File: src/rtl/phyreg_pkg.sv
package phyreg_pkg;

  localparam int DATA_W   = 8;
  localparam int NUM_REGS = 2;
  localparam int ALIASES  = 3;

  localparam int FUNC_IDX = 0;
  localparam int INTF_IDX = 1;

  localparam int SUSP_BIT = 6;
  localparam int CRST_BIT = 5;

  typedef enum logic [1:0] {
    OP_WRITE = 2'd0,
    OP_SET   = 2'd1,
    OP_CLEAR = 2'd2,
    OP_NONE  = 2'd3
  } alias_op_e;

  function automatic int reg_base(input int idx);
    return (idx == FUNC_IDX) ? 4 : 7;
  endfunction

  function automatic logic [DATA_W-1:0] reg_reset(input int idx);
    return (idx == FUNC_IDX) ? 8'h41 : 8'h00;
  endfunction

  function automatic logic [DATA_W-1:0] reg_wmask(input int idx);
    return (idx == FUNC_IDX) ? 8'h7F : 8'hEB;
  endfunction

endpackage

File: src/rtl/phyreg_decode.sv
module phyreg_decode
  import phyreg_pkg::*;
#(
  parameter int ADDR_W = 6
) (
  input  logic [ADDR_W-1:0]           addr,
  input  logic                        we,
  input  logic                        blocked,
  output logic [NUM_REGS-1:0]         hit,
  output logic [NUM_REGS-1:0]         wr_en,
  output alias_op_e [NUM_REGS-1:0]    op
);

  for (genvar i = 0; i < NUM_REGS; i++) begin : g_dec
    localparam logic [ADDR_W-1:0] LO = ADDR_W'(reg_base(i));
    localparam logic [ADDR_W-1:0] HI = ADDR_W'(reg_base(i) + ALIASES - 1);
    logic [ADDR_W-1:0] off;

    assign hit[i]   = (addr >= LO) && (addr <= HI);
    assign off      = addr - LO;
    assign wr_en[i] = we && hit[i] && !blocked;

    always_comb begin
      if (!hit[i]) begin
        op[i] = OP_NONE;
      end else begin
        case (off[1:0])
          2'd0:    op[i] = OP_WRITE;
          2'd1:    op[i] = OP_SET;
          2'd2:    op[i] = OP_CLEAR;
          default: op[i] = OP_NONE;
        endcase
      end
    end
  end

endmodule

File: src/rtl/phyreg_cell.sv
module phyreg_cell
  import phyreg_pkg::*;
#(
  parameter logic [DATA_W-1:0] RST_VAL = '0,
  parameter logic [DATA_W-1:0] WMASK   = '1
) (
  input  logic              clk,
  input  logic              rst,
  input  logic              wr_en,
  input  alias_op_e         op,
  input  logic [DATA_W-1:0] wdata,
  input  logic [DATA_W-1:0] hw_set,
  input  logic [DATA_W-1:0] hw_clr,
  output logic [DATA_W-1:0] q
);

  logic [DATA_W-1:0] sw_next;
  logic [DATA_W-1:0] nxt;

  always_comb begin
    sw_next = q;
    if (wr_en) begin
      case (op)
        OP_WRITE: sw_next = wdata;
        OP_SET:   sw_next = q | wdata;
        OP_CLEAR: sw_next = q & ~wdata;
        default:  sw_next = q;
      endcase
    end
    nxt = ((sw_next | hw_set) & ~hw_clr) & WMASK;
  end

  always_ff @(posedge clk) begin
    if (rst) q <= RST_VAL & WMASK;
    else     q <= nxt;
  end

  // Reserved bits never become visible.
  p_reserved_zero_r2: assert property (@(posedge clk) disable iff (rst)
    (q & ~WMASK) == '0);

endmodule

File: src/rtl/phyreg_seq.sv
module phyreg_seq
  import phyreg_pkg::*;
#(
  parameter int RST_CYCLES  = 8,
  parameter int CORE_CYCLES = 4
) (
  input  logic              clk,
  input  logic              rst,
  input  logic              crst_bit,
  input  logic              susp_bit,
  input  logic              stp,
  output logic              dir,
  output logic              core_rst,
  output logic              rxcmd_req,
  output logic              lowpwr,
  output logic [DATA_W-1:0] hw_set,
  output logic [DATA_W-1:0] hw_clr
);

  localparam int CNT_W = $clog2(RST_CYCLES + 1);

  logic [CNT_W-1:0] cnt;
  logic             done;
  logic             wake;

  assign done = dir && (cnt == CNT_W'(RST_CYCLES - 1));
  assign wake = stp && !susp_bit;

  always_comb begin
    hw_set = '0;
    hw_clr = '0;
    hw_set[SUSP_BIT] = wake;
    hw_clr[CRST_BIT] = done;
  end

  always_ff @(posedge clk) begin
    if (rst) begin
      dir       <= 1'b0;
      core_rst  <= 1'b0;
      rxcmd_req <= 1'b0;
      lowpwr    <= 1'b0;
      cnt       <= '0;
    end else begin
      rxcmd_req <= 1'b0;
      lowpwr    <= !susp_bit;
      if (!dir && crst_bit) begin
        dir      <= 1'b1;
        core_rst <= 1'b1;
        cnt      <= CNT_W'(1);
      end else if (dir) begin
        cnt <= cnt + CNT_W'(1);
        if (cnt == CNT_W'(CORE_CYCLES)) core_rst <= 1'b0;
        if (done) begin
          dir       <= 1'b0;
          core_rst  <= 1'b0;
          rxcmd_req <= 1'b1;
          cnt       <= '0;
        end
      end
    end
  end

  p_dir_cause_r6: assert property (@(posedge clk) disable iff (rst)
    $rose(dir) |-> $past(crst_bit));

  p_core_in_dir_r7: assert property (@(posedge clk) disable iff (rst)
    core_rst |-> dir);

  p_rxcmd_on_fall_r8: assert property (@(posedge clk) disable iff (rst)
    rxcmd_req |-> (!dir && $past(dir)));

  p_rxcmd_single_r8: assert property (@(posedge clk) disable iff (rst)
    rxcmd_req |=> !rxcmd_req);

  p_wake_sets_r10: assert property (@(posedge clk) disable iff (rst)
    (stp && !susp_bit) |=> susp_bit);

endmodule

File: src/rtl/phy_ctrl_regs.sv
module phy_ctrl_regs
  import phyreg_pkg::*;
#(
  parameter int ADDR_W      = 6,
  parameter int RST_CYCLES  = 8,
  parameter int CORE_CYCLES = 4
) (
  input  logic              clk,
  input  logic              rst,
  input  logic              acc_we,
  input  logic [ADDR_W-1:0] acc_addr,
  input  logic [7:0]        acc_wdata,
  output logic [7:0]        rd_data,
  input  logic              stp,
  output logic              dir,
  output logic              core_rst,
  output logic              rxcmd_req,
  output logic              lowpwr,
  output logic [7:0]        func_ctrl,
  output logic [7:0]        intf_ctrl
);

  logic [NUM_REGS-1:0]           hit;
  logic [NUM_REGS-1:0]           wr_en;
  alias_op_e [NUM_REGS-1:0]      op;
  logic [NUM_REGS-1:0][DATA_W-1:0] q;
  logic [DATA_W-1:0]             seq_set;
  logic [DATA_W-1:0]             seq_clr;
  logic [DATA_W-1:0]             rd_mux;

  phyreg_decode #(.ADDR_W(ADDR_W)) u_decode (
    .addr    (acc_addr),
    .we      (acc_we),
    .blocked (dir),
    .hit     (hit),
    .wr_en   (wr_en),
    .op      (op)
  );

  for (genvar i = 0; i < NUM_REGS; i++) begin : g_reg
    logic [DATA_W-1:0] hs;
    logic [DATA_W-1:0] hc;
    if (i == FUNC_IDX) begin : g_hw
      assign hs = seq_set;
      assign hc = seq_clr;
    end else begin : g_sw
      assign hs = '0;
      assign hc = '0;
    end
    phyreg_cell #(
      .RST_VAL (reg_reset(i)),
      .WMASK   (reg_wmask(i))
    ) u_cell (
      .clk    (clk),
      .rst    (rst),
      .wr_en  (wr_en[i]),
      .op     (op[i]),
      .wdata  (acc_wdata),
      .hw_set (hs),
      .hw_clr (hc),
      .q      (q[i])
    );
  end

  phyreg_seq #(
    .RST_CYCLES  (RST_CYCLES),
    .CORE_CYCLES (CORE_CYCLES)
  ) u_seq (
    .clk       (clk),
    .rst       (rst),
    .crst_bit  (q[FUNC_IDX][CRST_BIT]),
    .susp_bit  (q[FUNC_IDX][SUSP_BIT]),
    .stp       (stp),
    .dir       (dir),
    .core_rst  (core_rst),
    .rxcmd_req (rxcmd_req),
    .lowpwr    (lowpwr),
    .hw_set    (seq_set),
    .hw_clr    (seq_clr)
  );

  always_comb begin
    rd_mux = '0;
    for (int i = 0; i < NUM_REGS; i++) begin
      if (hit[i]) rd_mux = q[i];
    end
  end

  always_ff @(posedge clk) begin
    if (rst)      rd_data <= '0;
    else if (dir) rd_data <= '0;
    else          rd_data <= rd_mux;
  end

  assign func_ctrl = q[FUNC_IDX];
  assign intf_ctrl = q[INTF_IDX];

  // Writes during the direction handshake leave set B untouched.
  p_ignore_busy_r9: assert property (@(posedge clk) disable iff (rst)
    (dir && acc_we) |=> $stable(intf_ctrl));

  // The reset sequence touches no bit of set A other than bit 5.
  p_keep_bits_r12: assert property (@(posedge clk) disable iff (rst)
    (dir && !acc_we && !stp) |=> ((func_ctrl & 8'hDF) == ($past(func_ctrl) & 8'hDF)));

endmodule

File: config.mk
export PLATFORM = sky130hd
export DESIGN_NAME = phy_ctrl_regs
export DESIGN_NICKNAME = d
export VERILOG_FILES = /design/src/rtl/phyreg_pkg.sv /design/src/rtl/phyreg_decode.sv /design/src/rtl/phyreg_cell.sv /design/src/rtl/phyreg_seq.sv /design/src/rtl/phy_ctrl_regs.sv
export SDC_FILE = /design/constraint.sdc
export NUM_CORES = 1
export LEC_CHECK = 0
export CAP_MARGIN = 20
export CORE_MARGIN = 8
export CORE_UTILIZATION = 47
export DETAILED_ROUTE_END_ITERATION = 8
export DONT_BUFFER_PORTS = 1
export HOLD_SLACK_MARGIN = 0.02
export PLACE_DENSITY_LB_ADDON = 0.05
export REMOVE_ABC_BUFFERS = 1
export SKIP_CTS_REPAIR_TIMING = 1
export SLEW_MARGIN = 40
export SYNTH_ARGS = -nofsm -noshare
export SYNTH_HDL_FRONTEND = slang
export SYNTH_HIERARCHICAL = 1
export SYNTH_SLANG_ARGS = --single-unit
File: constraint.sdc
create_clock -name clk -period 3.68 [get_ports clk]
set_clock_uncertainty 0.1 [all_clocks]
set_input_delay 0.368 -clock clk [delete_from_list [all_inputs] [get_ports clk]]
set_output_delay 0.368 -clock clk [all_outputs]
set_load 0.01 [all_outputs]
# Yosys cells after proc, flatten, opt, wreduce, memory -nomap -nowiden
# Index checks and enable logic that the tools add are counted.
[totals] register_bits=31 in_bits=18 out_inout_bits=28 word_cells=79
[op_classes] add_sub_neg=3 order_cmp=4 n_eq_ne=10 muxes=20 bitwise_logic=9 reduce_logical=23
[ops] operator="case mux 8 bit (3 select lines)" count=1
[ops] operator="case mux 7 bit (3 select lines)" count=1
[ops] operator="bitwise AND 7 bit" count=2
[ops] operator="two-way mux 7 bit" count=2
[ops] operator="bitwise OR 7 bit" count=2
[ops] operator="greater-or-equal comparator 6 x 3 -> 1 bit (second input constant)" count=2
[ops] operator="case mux 2 bit (3 select lines)" count=2
[ops] operator="two-way mux 1 bit" count=10
[ops] operator="logical AND 1 bit" count=9
[ops] operator="bitwise AND 8 bit" count=1
[ops] operator="equality test 2 x 1 -> 1 bit (second input constant)" count=4
[ops] operator="equality test 2 bit (second input constant)" count=4
[ops] operator="equality test 4 x 3 -> 1 bit (second input constant)" count=2
[ops] operator="logical NOT 2 bit" count=4
[ops] operator="two-way mux 8 bit" count=1
[ops] operator="inverter 8 bit" count=1
[ops] operator="bitwise OR 8 bit" count=1
[ops] operator="inverter 6 -> 7 bit" count=1
[ops] operator="<= comparator 6 x 3 -> 1 bit (second input constant)" count=1
[ops] operator="<= comparator 6 x 4 -> 1 bit (second input constant)" count=1
[ops] operator="nonzero test 3 bit" count=2
[ops] operator="adder 4 x 1 -> 4 bit (second input constant)" count=1
[ops] operator="two-way mux 2 bit" count=2
[ops] operator="two-way mux 4 bit" count=1
[ops] operator="other kinds (8)" count=11

# Longest topological paths before layout
[logic_depth] ltp_word=9 mapped_depth=8 mapped_depth_nobuf=8

# Modules after synthesis
# Netlist, hierarchy kept.
[modules_own_cells] module="phyreg_seq" n_inst=1 cells_each=57 area_per_inst_um2=505.5 seq_area_each_um2=160.2
[modules_own_cells] module="phyreg_cell (g_reg[0].u_cell)" n_inst=1 cells_each=42 area_per_inst_um2=357.8 seq_area_each_um2=140.1
[modules_own_cells] module="phy_ctrl_regs" n_inst=1 cells_each=37 area_per_inst_um2=321.6 seq_area_each_um2=160.2
[modules_own_cells] module="phyreg_cell (g_reg[1].u_cell)" n_inst=1 cells_each=35 area_per_inst_um2=309.0 seq_area_each_um2=120.1
[modules_own_cells] module="phyreg_decode" n_inst=1 cells_each=22 area_per_inst_um2=175.2 seq_area_each_um2=0.0

# Worst setup path before layout
# No wires, ideal clock.
[synth_timing] path_type="in2reg" start="in acc_addr[0]" end="reg g_reg[1].u_cell.q[0]" setup_ps=86 arrival_time_ps=1763 required_time_ps=3494 setup_slack_ps=1732 cell_stages=8 path_buffers=0 path_cell_list="inv_1 -> ha_1 -> nor2_1 -> a2bb2oi_1 -> or4_1 -> nor2b_4 -> a21oi_1 -> a211oi_1"
[synth_lines] element="from (decl)" line_no="phy_ctrl_regs.sv:11" source="input logic [ADDR_W-1:0] acc_addr,"
[synth_lines] element="to (signal assigned)" line_no="phyreg_cell.sv:34" source="if (rst) q <= RST_VAL & WMASK;"
[synth_lines] element="to (signal assigned)" line_no="phyreg_cell.sv:35" source="else q <= nxt;"
[synth_lines] element="to (decl)" line_no="phyreg_cell.sv:14" source="output logic [DATA_W-1:0] q"

==> key figures <==
GRT
  – Initial antenna violation count: 0
  – Routing usage on met1: 0.1722
  – Largest net degree at the start of global routing: 21
  – Gr ovfl total: 0
  – GRT met3 Usage: 0.08026
  – First-pass GRT wire length: 6037 um
  – Vias in the first global route: 1238
  – Grt peak-use layer: met2
  – GR Util met2: 0.2042
  – Gr usage total: 0.1434

Finish
  – Footprint of the multi-input gates: 962.2 sq um
  – Number of non-filler instances in the completed layout: 249
  – Layout cells sized above 1: 0.07389
  – Final nets: 228
  – Area grow syn2layout: 4.311%
  – Most common cell after layout, fill and taps aside: dfxtp_1
  – Register area: 580.6 sq um
  – Antenna cells: 0
  – Fillers: 362
  – Commonest non-fill, non-tap cells in the layout: dfxtp_1, a21oi_1, conb_1, and2b_1, a211oi_1

Floorplanning
  – Chip height: 75.33 um
  – Core area: 3363 sq um
  – DIE AREA: 5674 sq um
  – Chip width: 75.33 um
  – Site row count: 21
  – Ports: 46
  – Initial Utilization: 0.4918

Critical path
  – Crit path DAT: 2.00 ns
  – Slowest cell delay on critical path: 0.58 ns
  – Critical Path RT: 3.82 ns
  – Crit path launch type: input port
  – Crit path max fanout: 7
  – Critical Path End Type: flip-flop
  – Critical path's slowest cell: or4_1
  – Crit path kind: in2reg
  – Critical Path, Cell by Cell: inv_1, ha_1, nor2_1, a2bb2oi_1, or4_1, nor2b_4, a21oi_1, a211oi_1

STA
  – Final Hold Vio Count: 0
  – RSZ-0062 raised after global routing: no
  – Highest clock rate: 539.7 MHz
  – Period utilisation layout: 0.5035
  – Hold WS: 0.05484 ns
  – # setup viols final: 0
  – Fin Setup TNS: 0 ns
  – Worst rel slew slack: 0.5117
  – Worst Tran Pin Value: 0.7300 ns
  – Final min period: 1.853 ns
  – Fin. max-slew vios: 0

Drt
  – Via count: 1271
  – Final wirelength: 3765 um
  – Iteration-0 DRC Markers: 55
  – Routed length per instance: 15.12 um
  – Number of vias per cell: 5.104
  – DRT Pass-1 Iters: 4
  – DRC: 0
  – Final ANT Viol Nets: 0

Clocking
  – CTS Root Cell: clkbuf_4
  – Skew-Pair Late Insertion Delay: 0.33 ns
  – Maximum clock path buffer count: 2
  – Sink Count: 29
  – Htree depth: 2
  – TritonCTS Buffers: 5
  – Clk pin slew, worst setup/hold paths: 0.09 ns
  – CTS tree: done

Worst hold path
  – Tightest Hold Check Type: in2reg

Power and ir drop
  – Maximum vdd ir drop: 0.0001189 V
  – Pleak: 0.0006820 uW
  – Power per cell area: 366.8 nW/um^2

Placed design
  – Placed cells: 240
  – DPL Wire Length: 2830 um
  – Placer Congestion: 0.7995
  – IO buf count: 0

Status
  – Outcome: complete, no violations

Synth
  – Post-Syn Area per Cell: 8.660 sq um
  – YS warnings: 6
  – Post-Syn Area: 1654 sq um
  – Synth Instances: 191

Flow run
  – Max-Cap Viols: 0
registers in the layout (all words and copies together), names as in the netlist:
signal and flops:
g.u_cell/q 13, u_seq/cnt 4, u_seq/rxcmd_req 1, rd_data 8
u_seq/lowpwr 1, u_seq/core_rst 1, u_seq/dir 1
through the flow:
stage	total power [uW]	instance area [sq um]	worst slack [ns]	util
after CTS	638.0	1715	1.831	0.5100
final	632.9	1725	1.827	0.5130
after global routing	675.1	1725	1.732	0.5130
after detailed placement	413.1	1645	1.465	0.4892
after floorplan	398.7	1580	1.732	-
after global placement	409.8	1645	1.615	0.4892
where the power goes:
part | total (uW) | internal, uW | switching (uW)
clock | 223 | 111 | 112
combinational | 60.4 | 26.8 | 33.6
sequential | 350 | 327 | 22.7
layer usage:
layer / wire [um] / up-vias / share of wire
met5: 0 / - / 0
met1: 1545 / 580 / 0.41
li1: - / 640 / -
met2: 1691 / 43 / 0.45
met4: 74 / 0 / 0.020
met3: 453 / 8 / 0.12
final timing paths:
path	startpoint	endpoint	slack [ns]	cells after the start
min reg2reg	g_reg[0].u_cell/q[6]	u_seq/lowpwr	0.42	1
min	rst	g_reg[0].u_cell/q[0]	0.05	2
max	acc_addr[0]	g_reg[1].u_cell/q[0]	1.83	8
max reg2reg	u_seq/dir	g_reg[1].u_cell/q[0]	1.92	4
critical path: cells and delay by family:
kind            cells  cell delay, ns
simple gates        3            0.87
compound gates      3            0.49
fa+ha+maj           1            0.18
buf+inv             1            0.10
final cells by class:
cell class | instances | area share
timing repair buffer | 2 | 0.01015
sequential | 29 | 0.3365
clock buffer | 7 | 0.03771
clock inverter | 1 | 0.002901
inverter | 10 | 0.02175
tap | 46 | 0.03336
multi-input combinational | 154 | 0.5577
Power figures use the tool's default switching activity.
